--- src/rtl/srx_pkg.sv ---
package srx_pkg;
  localparam int BYTE_W = 8;

  typedef struct packed {
    logic [BYTE_W-1:0] data;
    logic              perr;
    logic              ferr;
  } rx_word_t;

  localparam int WORD_W = $bits(rx_word_t);

  typedef enum logic [2:0] {
    ST_IDLE,
    ST_START,
    ST_DATA,
    ST_PAR,
    ST_STOP1,
    ST_STOP2
  } rx_state_e;
endpackage

--- src/rtl/srx_sync.sv ---
module srx_sync #(
  parameter int STAGES = 2
) (
  input  logic clk,
  input  logic rst,
  input  logic d_in,
  output logic d_out
);
  logic [STAGES-1:0] chain_q;

  always_ff @(posedge clk) begin
    if (rst) chain_q <= '1;
    else     chain_q <= {chain_q[STAGES-2:0], d_in};
  end

  assign d_out = chain_q[STAGES-1];
endmodule

--- src/rtl/srx_frame.sv ---
module srx_frame
  import srx_pkg::*;
#(
  parameter int OSR = 16
) (
  input  logic     clk,
  input  logic     rst,
  input  logic     tick,
  input  logic     rx,
  input  logic     cfg_eight_bits,
  input  logic     cfg_parity_en,
  input  logic     cfg_parity_odd,
  input  logic     cfg_two_stop,
  output logic     push,
  output rx_word_t word
);
  localparam int CW   = $clog2(OSR);
  localparam int HALF = OSR / 2;
  localparam int BW   = $clog2(BYTE_W);

  rx_state_e         state_q;
  logic [CW-1:0]     tcnt_q;
  logic [BW-1:0]     bcnt_q;
  logic [BYTE_W-1:0] shreg_q;
  logic              len8_q, par_en_q, par_odd_q, stop2_q;
  logic              pbit_q, ferr_acc_q;
  logic              push_q;
  rx_word_t          word_q;

  logic              bit_end;
  logic              half_end;
  logic [BW-1:0]     last_bit;
  logic [BYTE_W-1:0] data_final;
  logic              perr_calc;

  assign bit_end    = (tcnt_q == CW'(OSR - 1));
  assign half_end   = (tcnt_q == CW'(HALF - 1));
  assign last_bit   = len8_q ? BW'(BYTE_W - 1) : BW'(BYTE_W - 2);
  assign data_final = len8_q ? shreg_q : {1'b0, shreg_q[BYTE_W-1:1]};
  assign perr_calc  = par_en_q & ((^data_final ^ pbit_q) != par_odd_q);

  always_ff @(posedge clk) begin
    if (rst) begin
      state_q    <= ST_IDLE;
      tcnt_q     <= '0;
      bcnt_q     <= '0;
      shreg_q    <= '0;
      len8_q     <= 1'b1;
      par_en_q   <= 1'b0;
      par_odd_q  <= 1'b0;
      stop2_q    <= 1'b0;
      pbit_q     <= 1'b0;
      ferr_acc_q <= 1'b0;
      push_q     <= 1'b0;
      word_q     <= '0;
    end else begin
      push_q <= 1'b0;
      if (tick) begin
        unique case (state_q)
          ST_IDLE: begin
            tcnt_q <= '0;
            if (!rx) state_q <= ST_START;
          end
          ST_START: begin
            if (half_end) begin
              tcnt_q <= '0;
              if (rx) begin
                state_q <= ST_IDLE;
              end else begin
                state_q   <= ST_DATA;
                bcnt_q    <= '0;
                len8_q    <= cfg_eight_bits;
                par_en_q  <= cfg_parity_en;
                par_odd_q <= cfg_parity_odd;
                stop2_q   <= cfg_two_stop;
              end
            end else begin
              tcnt_q <= tcnt_q + 1'b1;
            end
          end
          ST_DATA: begin
            if (bit_end) begin
              tcnt_q  <= '0;
              shreg_q <= {rx, shreg_q[BYTE_W-1:1]};
              if (bcnt_q == last_bit) state_q <= par_en_q ? ST_PAR : ST_STOP1;
              else                    bcnt_q  <= bcnt_q + 1'b1;
            end else begin
              tcnt_q <= tcnt_q + 1'b1;
            end
          end
          ST_PAR: begin
            if (bit_end) begin
              tcnt_q  <= '0;
              pbit_q  <= rx;
              state_q <= ST_STOP1;
            end else begin
              tcnt_q <= tcnt_q + 1'b1;
            end
          end
          ST_STOP1: begin
            if (bit_end) begin
              tcnt_q <= '0;
              if (stop2_q) begin
                ferr_acc_q <= ~rx;
                state_q    <= ST_STOP2;
              end else begin
                push_q      <= 1'b1;
                word_q.data <= data_final;
                word_q.perr <= perr_calc;
                word_q.ferr <= ~rx;
                state_q     <= ST_IDLE;
              end
            end else begin
              tcnt_q <= tcnt_q + 1'b1;
            end
          end
          ST_STOP2: begin
            if (bit_end) begin
              tcnt_q      <= '0;
              push_q      <= 1'b1;
              word_q.data <= data_final;
              word_q.perr <= perr_calc;
              word_q.ferr <= ferr_acc_q | ~rx;
              state_q     <= ST_IDLE;
            end else begin
              tcnt_q <= tcnt_q + 1'b1;
            end
          end
          default: state_q <= ST_IDLE;
        endcase
      end
    end
  end

  assign push = push_q;
  assign word = word_q;

  AST_FALSE_START_ABORT: assert property (@(posedge clk) disable iff (rst)
    (state_q == ST_START && tick && half_end && rx) |=> (state_q == ST_IDLE));

  AST_PUSH_SINGLE: assert property (@(posedge clk) disable iff (rst)
    push_q |=> !push_q);

  AST_PERR_OFF: assert property (@(posedge clk) disable iff (rst)
    (push_q && !par_en_q) |-> !word_q.perr);

  AST_SEVEN_BIT_TOP: assert property (@(posedge clk) disable iff (rst)
    (push_q && !len8_q) |-> !word_q.data[BYTE_W-1]);
endmodule

--- src/rtl/srx_fifo.sv ---
module srx_fifo
  import srx_pkg::*;
#(
  parameter int DEPTH = 8
) (
  input  logic     clk,
  input  logic     rst,
  input  logic     wr_en,
  input  rx_word_t wr_word,
  input  logic     rd_en,
  output logic     rd_valid,
  output rx_word_t rd_word,
  output logic     empty,
  output logic     full
);
  localparam int AW = $clog2(DEPTH);
  localparam int CNT_W = AW + 1;

  rx_word_t        mem [DEPTH];
  logic [AW-1:0]   wp_q, rp_q;
  logic [CNT_W-1:0] count_q;
  logic            wr_ok, rd_ok;
  rx_word_t        rd_word_q;
  logic            rd_valid_q;

  assign empty = (count_q == '0);
  assign full  = (count_q == CNT_W'(DEPTH));
  assign wr_ok = wr_en & ~full;
  assign rd_ok = rd_en & ~empty;

  always_ff @(posedge clk) begin
    if (wr_ok) mem[wp_q] <= wr_word;
  end

  always_ff @(posedge clk) begin
    if (rd_ok) rd_word_q <= mem[rp_q];
  end

  always_ff @(posedge clk) begin
    if (rst) begin
      wp_q       <= '0;
      rp_q       <= '0;
      count_q    <= '0;
      rd_valid_q <= 1'b0;
    end else begin
      rd_valid_q <= rd_ok;
      if (wr_ok) wp_q <= wp_q + 1'b1;
      if (rd_ok) rp_q <= rp_q + 1'b1;
      case ({wr_ok, rd_ok})
        2'b10:   count_q <= count_q + 1'b1;
        2'b01:   count_q <= count_q - 1'b1;
        default: count_q <= count_q;
      endcase
    end
  end

  assign rd_valid = rd_valid_q;
  assign rd_word  = rd_word_q;

  AST_NO_OVERFLOW: assert property (@(posedge clk) disable iff (rst)
    count_q <= CNT_W'(DEPTH));

  AST_FULL_DROPS_WRITE: assert property (@(posedge clk) disable iff (rst)
    (wr_en && full && !rd_en) |=> $stable(count_q));

  AST_EMPTY_READ_IGNORED: assert property (@(posedge clk) disable iff (rst)
    (rd_en && empty) |=> !rd_valid_q);
endmodule

--- src/rtl/serial_rx_fifo.sv ---
module serial_rx_fifo
  import srx_pkg::*;
#(
  parameter int OSR         = 16,
  parameter int FIFO_DEPTH  = 8,
  parameter int SYNC_STAGES = 2
) (
  input  logic              clk,
  input  logic              rst,
  input  logic              rx_serial,
  input  logic              os_tick,
  input  logic              cfg_eight_bits,
  input  logic              cfg_parity_en,
  input  logic              cfg_parity_odd,
  input  logic              cfg_two_stop,
  input  logic              rd_en,
  output logic              rd_valid,
  output logic [BYTE_W-1:0] rd_data,
  output logic              rd_parity_err,
  output logic              rd_frame_err,
  output logic              data_avail,
  output logic              fifo_full,
  output logic              overrun
);
  logic     rx_s;
  logic     push;
  rx_word_t word;
  rx_word_t rd_word;
  logic     empty, full;
  logic     overrun_q;

  srx_sync #(.STAGES(SYNC_STAGES)) u_sync (
    .clk   (clk),
    .rst   (rst),
    .d_in  (rx_serial),
    .d_out (rx_s)
  );

  srx_frame #(.OSR(OSR)) u_frame (
    .clk            (clk),
    .rst            (rst),
    .tick           (os_tick),
    .rx             (rx_s),
    .cfg_eight_bits (cfg_eight_bits),
    .cfg_parity_en  (cfg_parity_en),
    .cfg_parity_odd (cfg_parity_odd),
    .cfg_two_stop   (cfg_two_stop),
    .push           (push),
    .word           (word)
  );

  srx_fifo #(.DEPTH(FIFO_DEPTH)) u_fifo (
    .clk      (clk),
    .rst      (rst),
    .wr_en    (push),
    .wr_word  (word),
    .rd_en    (rd_en),
    .rd_valid (rd_valid),
    .rd_word  (rd_word),
    .empty    (empty),
    .full     (full)
  );

  always_ff @(posedge clk) begin
    if (rst)              overrun_q <= 1'b0;
    else if (push && full) overrun_q <= 1'b1;
  end

  assign rd_data       = rd_word.data;
  assign rd_parity_err = rd_word.perr;
  assign rd_frame_err  = rd_word.ferr;
  assign data_avail    = ~empty;
  assign fifo_full     = full;
  assign overrun       = overrun_q;

  AST_OVERRUN_STICKY: assert property (@(posedge clk) disable iff (rst)
    overrun_q |=> overrun_q);

  AST_OVERRUN_CAUSE: assert property (@(posedge clk) disable iff (rst)
    $rose(overrun_q) |-> $past(push && full));
endmodule

--- config.mk ---
export PLATFORM = sky130hd
export DESIGN_NAME = serial_rx_fifo
export DESIGN_NICKNAME = d
export VERILOG_FILES = /design/src/rtl/srx_pkg.sv /design/src/rtl/srx_sync.sv /design/src/rtl/srx_frame.sv /design/src/rtl/srx_fifo.sv /design/src/rtl/serial_rx_fifo.sv
export SDC_FILE = /design/constraint.sdc
export NUM_CORES = 1
export LEC_CHECK = 0
export BUFFER_PORTS_ARGS = -buffer_cell sky130_fd_sc_hd__buf_4
export CAP_MARGIN = 5
export CORE_UTILIZATION = 50
export CTS_CLUSTER_SIZE = 40
export DETAILED_ROUTE_END_ITERATION = 10
export PLACE_DENSITY = 0.67
export SLEW_MARGIN = 25
export SYNTH_ARGS = -nofsm -noshare
export SYNTH_HDL_FRONTEND = slang
export SYNTH_SLANG_ARGS = --single-unit
export TNS_END_PERCENT = 20
--- constraint.sdc ---
create_clock -name clk -period 3.75 [get_ports clk]
set_clock_uncertainty 0.05 [all_clocks]
set_input_delay 0.375 -clock clk [delete_from_list [all_inputs] [get_ports clk]]
set_output_delay 0.375 -clock clk [all_outputs]
set_load 0.02 [all_outputs]
==> results of run 1 <==
-- sequential cells by signal, summed over array words and instances (netlist names) --
signal / count
u_frame.shreg_q: 8
u_sync.chain_q: 2
u_fifo.rd_valid: 1
u_frame.ferr_acc_q: 1
overrun: 1
u_fifo.wp_q: 3
u_frame.bcnt_q: 3
u_frame.pbit_q: 1
u_frame.par_odd_q: 1
u_frame.word: 10
u_fifo.rd_word: 10
u_fifo.mem: 80
u_fifo.rp_q: 3
u_frame.par_en_q: 1
u_frame.tcnt_q: 4
u_frame.len8_q: 1
u_frame.state_q: 3
u_frame.stop2_q: 1
u_frame.push: 1
u_fifo.count_q: 4
-- cell families (layout without fill, tap and decap cells) --
logic type / Yosys count / in the layout / synth area share (%)
DFF: 139 / 139 / 64.6
AOI/OAI and AO/OA: 45 / 45 / 5.18
adders and majority gates: 7 / 7 / 1.54
buffers and inverters: 26 / 69 / 2.11
and+or+nand+nor: 113 / 113 / 10.0
muxes: 51 / 51 / 13.6
xor gates and xnor gates: 18 / 18 / 3.01
-- final timing paths --
path | startpoint | depth (start not counted) | end
min | rx_serial | 2 | u_sync.chain_q[0]
min reg2reg | u_sync.chain_q[0] | 1 | u_sync.chain_q[1]
max reg2reg | u_fifo.count_q[1] | 10 | u_fifo.count_q[2]
max | u_fifo.count_q[1] | 10 | u_fifo.count_q[2]
-- cells in the final DEF, fill, tap and decap left out, types with 3 or more instances in the layout --
cell type  count
a21oi_1       18
mux2i_1       21
or3_1          5
nand2b_1       9
o21ai_0        8
xnor2_1       11
nor2b_1        5
clkbuf_16     17
buf_4         34
nor3_1         4
dfxtp_1       48
edfxtp_1      90
nor2_1        43
nand2_1       19
mux2_2        10
xor2_1         6
and2_1         3
a211oi_1       9
bufinv_16      3
inv_1          4
ha_1           7
nand3_1        6
mux4_2        20
-- cell usage after synthesis (6+ instances only) --
master    number
mux4_2        20
nor2_1        43
clkbuf_1      16
mux2_2        10
xnor2_1       11
a211oi_1       9
o21ai_0        8
ha_1           7
nand3_1        6
nand2_1       19
mux2i_1       21
nand2b_1       9
edfxtp_1      90
a21oi_1       18
dfxtp_1       49
xor2_1         6
-- power groups by stage --
stage | clock (µW) | combinational [µW] | sequential, µW
global placement | 0 | 142 | 1690
CTS | 1660 | 147 | 1650
detailed placement | 0 | 146 | 1690
floorplan | 0 | 160 | 1660
global route | 1730 | 167 | 1660
finish | 1630 | 147 | 1660
-- layer usage --
metal	wire length, µm	GRT usage [%]
met4	39	5.21
met5	0	0
met2	5220	32.5
met3	257	5.20
met1	4530	23.7
-- per-stage QoR --
stage,total power [µW],hold WS [ns],setup WS [ns],cells,utilization [%]
after global placement,1830,0.342,1.06,551,54.9
final,3440,0.102,0.961,582,60.2
after CTS,3460,0.0897,0.959,582,60.2
after global routing,3550,0.0860,0.765,582,60.2
after detailed placement,1830,0.343,0.973,551,54.9
after floorplan,1820,0.339,0.728,399,-
-- layout make-up --
cell class	instances	area [µm²]	area share [%]
tap	140	175	2.65
inverter	4	15.0	0.227
clock buffer	19	433	6.54
multi-input combinational	234	1900	28.8
sequential	139	3680	55.7
timing repair buffer	34	255	3.86
clock inverter	12	149	2.25
-- worst reg2reg max path: cells and delay by family (launching register included) --
family                   cells  cell delay, ns
flip-flops                   1            0.37
AO/OA/AOI/OAI                2            0.30
buffers and inverters        1            0.21
adder cells (fa/ha/maj)      2            0.50
XOR/XNOR                     2            0.26
AND/OR/NAND/NOR              3            1.02
==> impl_summary.log, run 1 <==
INFO  metric outcome = finished clean
INFO  metric tritoncts = done
INFO  metric io_buffers = 22
INFO  metric cts_buffers = 17
INFO  metric layout-area-overhead-vs-synth = 16.0%
INFO  metric time_the_final_worst_path_needs_with_i_o_delays_and_setup = ~2.8 ns
INFO  metric totalNegativeSetupSlack = 0 ns
INFO  metric synthDistinctLibCells = 47
INFO  metric synth_area = around 5700 µm²
INFO  metric boundaryPins = 23
INFO  metric cts_sinks = 139
INFO  metric share_seq_of_total_power = 48.2%
INFO  metric post_cts_setup_buffers = 0
INFO  metric fin_crit_sh = 74.4%
INFO  metric cts_root_buf = clkbuf_16
INFO  metric drt_first_iter_violations = 147
INFO  metric synth_area_leaders = edfxtp_1 47%, dfxtp_1 17%, mux4_2 7.9%
INFO  metric route.detailed.wl_per_inst = 17.3 µm
INFO  metric detail_route.wirelength = 10.0 mm
INFO  metric max_freq = 359 MHz
INFO  metric floorplan.die_area = between 10000 and 15000 µm²
INFO  metric cpLargestDelayFamily = simple AND/OR/NAND/NOR gates
INFO  metric antenna_found_initial = 0
INFO  metric critical-path-slowest-cell = or4_1
INFO  metric grt_setup_unrepaired = no
INFO  metric drc = 0
INFO  metric worst_ep_required_time = 4.04 ns
INFO  metric die-height = 109 µm
INFO  metric worst_setup_path_end_kind = flop
INFO  metric cp.arrival = 3.08 ns
INFO  metric report.final.hold_viol_count = 0
INFO  metric syn_area_per_cell = between 10 and 15 µm²
INFO  metric power.density_cell_area = 519 nW/µm²
INFO  metric power_switching = 705 µW
INFO  metric via_count = 3218
INFO  metric detail_route.vias_per_cell = about 5.5
INFO  metric synth.yosys.warnings = 0
INFO  metric async_reset_ff_share = 0%
INFO  metric post_cts_resized = 0
INFO  metric gp_congestion = 0.749
INFO  metric cp_peak_stage_delay = 0.53 ns
INFO  metric core_region_area = ~11000 µm²
INFO  metric power_report.internal_total = 2730 µW
INFO  metric synth_seq_area_share = 64.6%
INFO  metric ant_nets = 0
INFO  metric htreeDepth = 4
INFO  metric worst_slew_margin_rel = 53.0%
INFO  metric timing.final.setup_violations = 0
INFO  metric swShare = between 20% and 30%
INFO  metric postLayoutCellArea = about 6600 µm²
INFO  metric syn-num-nets = 415
INFO  metric grt_first_pass_wirelength = 16.3 mm
INFO  metric num_antenna_cells = 0
INFO  metric max_slew.worst_pin.slew = 0.695 ns
INFO  metric post_cts_clock_slew_at_the_launch_and_capture_registers_of_the_worst_setup_and_hold_paths = 0.06 ns
INFO  metric max_cap_violations = 0
INFO  metric clockPowerShare = 47.6%
INFO  metric fill_cells = 818
INFO  metric vdd.ir_drop.worst = between 200 and 300 µV
INFO  metric power_frac_comb = 4.3%
INFO  metric worst_skew_pair.late_latency = 0.41 ns
INFO  metric num-nets-final = 446
INFO  metric dp_hpwl = 6.21 mm
INFO  metric ff2ff_setup_slack = 0.96 ns
INFO  metric fp.dieW = 109 µm
INFO  metric cp_cell_sequence = or4_1 -> and2_1 -> buf_4 -> ha_1 -> xor2_1 -> ha_1 -> a21oi_1 -> xor2_1 -> or3_1 -> a21oi_1
INFO  metric cellLeakagePower = roughly 0.0020 µW
INFO  metric initial_utilization = 51.9%
INFO  metric placement_rows = 38
INFO  metric globalRouteTotalUtil = a little under a fifth
INFO  metric critical_path_buf_inv_count = 1
INFO  metric timing.hold.worst.class = input port to flop
INFO  metric synth_area_leader_cell = edfxtp_1
INFO  metric crit_type = flop to flop
INFO  metric flip_flop_and_latch_count_after_synthesis = ~140
INFO  metric syn_inst = 399
INFO  metric router_iterations_before_antenna_repair = 4
INFO  metric worst_setup_path_start_kind = flop
INFO  metric placed_cell_area = roughly 6000 µm²
INFO  metric timing.final.max_slew_violations = 0
INFO  metric netlist.area_leader.share = 47.4%
INFO  metric critPathMaxFanout = 16
INFO  metric number_of_global_route_vias_before_repair = 3161
INFO  metric cts_hold_buf = 0
INFO  metric grt_max_degree = 50
INFO  metric globalRoute.totalOverflow = 0
INFO  metric layout-drive-gt1-share = 22.4%
INFO  metric clock_path_buffers = 2
INFO  metric dominantRegCellSynth = edfxtp_1
INFO  metric synth_edf_count = 90
Power figures use the tool's default switching activity.
==> inputs of run 2 (changes only) <==
ABC_AREA = 1   (was not set)
PLACE_DENSITY = 0.69   (was 0.67)
clock period = 2.4 ns   (was 3.75 ns; I/O delays follow)
==> run 2 against run 1 <==
Routed wire length is 23% higher. Register-to-register slack worse by 0.81 ns. Critical endpoint is now u_fifo.count_q[3]. Die area is 2.5% higher. Fmax is 24% higher.
==> impl_summary.log, run 2 <==
INFO  metric numPlacedInstances = 751 (was 551)
INFO  metric most_common_library_cell_in_the_layout_ignoring_fill_and_taps = nor2_1 (was edfxtp_1)
INFO  metric cts_sinks = 139 (unchanged)
INFO  metric dp_hpwl = 7.62 mm (was 6.21 mm)
INFO  metric crit_type = flop to flop (unchanged)
INFO  metric globalRoute.totalOverflow = 0 (unchanged)
INFO  metric largest-register = u_fifo.mem (unchanged)
INFO  metric cts_root_buf = clkbuf_16 (unchanged)
INFO  metric cellLeakagePower = 0.00261 µW (was 0.00201 µW)
INFO  metric worst_setup_path_end_kind = flop (unchanged)
INFO  metric synth_area = 5850 µm² (was 5700 µm²)
INFO  metric placed_cell_area = 6210 µm² (was 6030 µm²)
INFO  metric route.detailed.wl_per_inst = 15.7 µm (was 17.3 µm)
INFO  metric timing.hold.worst.class = input port to flop (unchanged)
INFO  metric postLayoutCellArea = 6770 µm² (was 6620 µm²)
INFO  metric timing.final.max_slew_violations = 0 (unchanged)
INFO  metric grt_max_degree = 42 (was 50)
INFO  metric cpLargestDelayFamily = simple AND/OR/NAND/NOR gates (unchanged)
INFO  metric synthTopCellsByCount = 99 x nor2_1, 90 x edfxtp_1, 80 x nand2_1 (was 90 x edfxtp_1, 49 x dfxtp_1, 43 x nor2_1)
INFO  metric die-height = 110 µm (was 109 µm)
INFO  metric post_cts_clock_slew_at_the_launch_and_capture_registers_of_the_worst_setup_and_hold_paths = 0.05 ns (was 0.06 ns)
INFO  metric clock_path_buffers = 2 (unchanged)
INFO  metric synth.yosys.warnings = 0 (unchanged)
INFO  metric num_antenna_cells = 0 (unchanged)
INFO  metric sequential_cell_area = 3680 µm² (about the same)
INFO  metric async_reset_ff_share = 0% (unchanged)
INFO  metric tritoncts = done (unchanged)
INFO  metric cp_peak_stage_delay = 0.35 ns (was 0.53 ns)
INFO  metric layout-area-overhead-vs-synth = 15.8% (was 16.0%)
INFO  metric placement_rows = 39 (was 38)
INFO  metric report.final.hold_viol_count = 0 (unchanged)
INFO  metric totalNegativeSetupSlack = 0 ns (unchanged)
INFO  metric worst_slew_margin_rel = 50.2% (was 53.0%)
INFO  metric worst_ep_required_time = 2.64 ns (was 4.04 ns)
INFO  metric timing.final.setup_violations = 0 (unchanged)
INFO  metric number_of_global_route_vias_before_repair = 4019 (was 3161)
INFO  metric via_count = 4234 (was 3218)
INFO  metric cp.arrival = 2.49 ns (was 3.08 ns)
INFO  metric synth_area_leader_cell = edfxtp_1 (unchanged)
INFO  metric synth_edf_count = 90 (unchanged)
INFO  metric detail_route.vias_per_cell = 5.39 (was 5.53)
INFO  metric stdcell_count = 785 (was 582)
INFO  metric synthDistinctLibCells = 38 (was 47)
INFO  metric worst_skew_pair.late_latency = 0.41 ns (about the same)
INFO  metric globalRouteTotalUtil = 21.9% (was 19.0%)
INFO  metric cts_buffers = 17 (unchanged)
INFO  metric max_freq = 445 MHz (was 359 MHz)
INFO  metric io_buffers = 22 (unchanged)
INFO  metric cp_cell_sequence = nor2_2 -> nand3_1 -> nand2_2 -> inv_1 -> ha_1 -> nand2_1 -> inv_1 -> nor2_1 -> nand3_1 -> o31ai_1 -> o211ai_1 -> o21ai_0 -> a21oi_1 (was or4_1 -> and2_1 -> buf_4 -> ha_1 -> xor2_1 -> ha_1 -> a21oi_1 -> xor2_1 -> or3_1 -> a21oi_1)
INFO  metric drt_first_iter_violations = 221 (was 147)
INFO  metric fin_worst_hold_slack = 0.0174 ns (was 0.102 ns)
INFO  metric syn_area_per_cell = 9.87 µm² (was 14.3 µm²)
INFO  metric htreeDepth = 4 (unchanged)
INFO  metric initial_utilization = 51.2% (was 51.9%)
INFO  metric time_the_final_worst_path_needs_with_i_o_delays_and_setup = 2.25 ns (was 2.79 ns)
INFO  metric vdd.ir_drop.worst = 830 µV (was 276 µV)
INFO  metric outcome = finished clean (unchanged)
INFO  metric power.density_cell_area = 1010 nW/µm² (was 519 nW/µm²)
INFO  metric fp.dieW = 110 µm (was 109 µm)
INFO  metric fin_crit_sh = 93.7% (was 74.4%)
INFO  metric syn_inst = 592 (was 399)
INFO  metric crit-reg2reg-launch = u_fifo.count_q[0] (was u_fifo.count_q[1])
INFO  metric antenna_found_initial = 0 (unchanged)
INFO  metric critical-path-slowest-cell = dfxtp_1 (was or4_1)
INFO  metric netlist.area_leader.share = 46.2% (was 47.4%)
INFO  metric synth_most_common_cell = nor2_1 (was edfxtp_1)
INFO  metric max_cap_violations = 0 (unchanged)
INFO  metric critical_path_buf_inv_count = 2 (was 1)
INFO  metric syn-num-nets = 608 (was 415)
INFO  metric detail_route.wirelength = 12.4 mm (was 10.0 mm)
INFO  metric fill_cells = 964 (was 818)
INFO  metric post_cts_setup_buffers = 0 (unchanged)
INFO  metric timing.critical_path.from = u_fifo.count_q[0] (was u_fifo.count_q[1])
INFO  metric core_region_area = 11400 µm² (was 11000 µm²)
INFO  metric floorplan.die_area = 12100 µm² (was 11800 µm²)
INFO  metric gp_congestion = 0.848 (was 0.749)
INFO  metric dominantRegCellSynth = edfxtp_1 (unchanged)
INFO  metric worst_setup_path_start_kind = flop (unchanged)
INFO  metric drc = 0 (unchanged)
INFO  metric max_slew.worst_pin.slew = 0.746 ns (was 0.695 ns)
INFO  metric boundaryPins = 23 (unchanged)
INFO  metric largest_register_ff_count = 80 (unchanged)
INFO  metric grt_setup_unrepaired = no (unchanged)
INFO  metric multi_input_comb_area = 1850 µm² (was 1900 µm²)
INFO  metric flip_flop_and_latch_count_after_synthesis = 139 (unchanged)
INFO  metric totalPowerFinal = 6810 µW (was 3440 µW)
INFO  metric num-nets-final = 645 (was 446)
INFO  metric grt_first_pass_wirelength = 19.5 mm (was 16.3 mm)
INFO  metric critPathMaxFanout = 6 (was 16)
INFO  metric layout.cells.most_common_list = 98 x nor2_1, 90 x edfxtp_1, 79 x nand2_1, 69 x o21ai_0, 52 x inv_1 (was 90 x edfxtp_1, 48 x dfxtp_1, 43 x nor2_1, 34 x buf_4, 21 x mux2i_1)
INFO  metric layout-drive-gt1-share = 13.9% (was 22.4%)
INFO  metric ant_nets = 0 (unchanged)
INFO  metric router_iterations_before_antenna_repair = 5 (was 4)
INFO  metric holdCritStartpoint = cfg_two_stop (was rx_serial)
INFO  metric synth_area_leaders = edfxtp_1 46%, dfxtp_1 17%, nor2_1 6.4% (was edfxtp_1 47%, dfxtp_1 17%, mux4_2 7.9%)
INFO  metric synth_seq_area_share = 63.0% (was 64.6%)
## run 2: timing repair
action / in CTS / in global routing
hold buffers: 2 / 0
setup endpoints to repair: 0 / 1
resized for setup: 0 / 2
endpoints found under the hold margin: 2 / 0
## run 2: tightest hold or removal path, cell delays in order
cell,delay [ns]
buf_4,0.07
inv_1,0.03
a21oi_1,0.10
## run 2: power by group
part	total [µW]	leakage (µW)	internal (µW)	switching [µW]
sequential	2830	0.00122	2720	112
clock	2360	0.000259	1400	954
combinational	1620	0.00113	560	1060
total	6810	0.00261	4680	2130
## run 2: per-stage QoR
| stage | setup WS [ns] | util (%) |
|---|---|---|
| 4_1_cts | 0.105 | 59.2 |
| 3_3_place_gp | 0.431 | 54.4 |
| 6_report | 0.152 | 59.3 |
| 5_1_grt | 0.0223 | 59.3 |
| 2_1_floorplan | 0.151 | - |
| 3_5_place_dp | 0.217 | 54.4 |
## run 2: cell families after synthesis
| family | Yosys count | synth area share, % |
|---|---|---|
| compound gates | 151 | 14.1 |
| fa+ha+maj | 7 | 1.50 |
| xor+xnor | 6 | 0.899 |
| simple gates | 209 | 15.0 |
| flops | 139 | 63.0 |
| buf+inv | 80 | 5.50 |
## run 2: layout make-up
| type | instances | area share, % |
|---|---|---|
| Clock buffer | 18 | 6.34 |
| Clock inverter | 14 | 1.57 |
| Inverter | 57 | 3.16 |
| Multi-Input combinational cell | 373 | 27.3 |
| Sequential cell | 139 | 54.4 |
| Tap cell | 143 | 2.64 |
| Timing Repair Buffer | 41 | 4.62 |
## run 2: metal layers
| layer | vias to the layer above | global-route usage (%) | wire (µm) |
|---|---|---|---|
| met5 | - | 0 | 0 |
| met4 | 0 | 9.02 | 256 |
| met3 | 23 | 5.53 | 608 |
| met2 | 111 | 36.1 | 5930 |
| met1 | 1998 | 27.6 | 5560 |
| li1 | 2102 | - | - |
## run 2: worst paths after layout
check | end | slack [ns] | depth (start not counted)
worst min-delay path | u_frame.stop2_q | 0.02 | 3
worst max register to register | u_fifo.count_q[3] | 0.15 | 13
worst max-delay path | u_fifo.count_q[3] | 0.15 | 13
worst min register to register | u_sync.chain_q[1] | 0.38 | 1
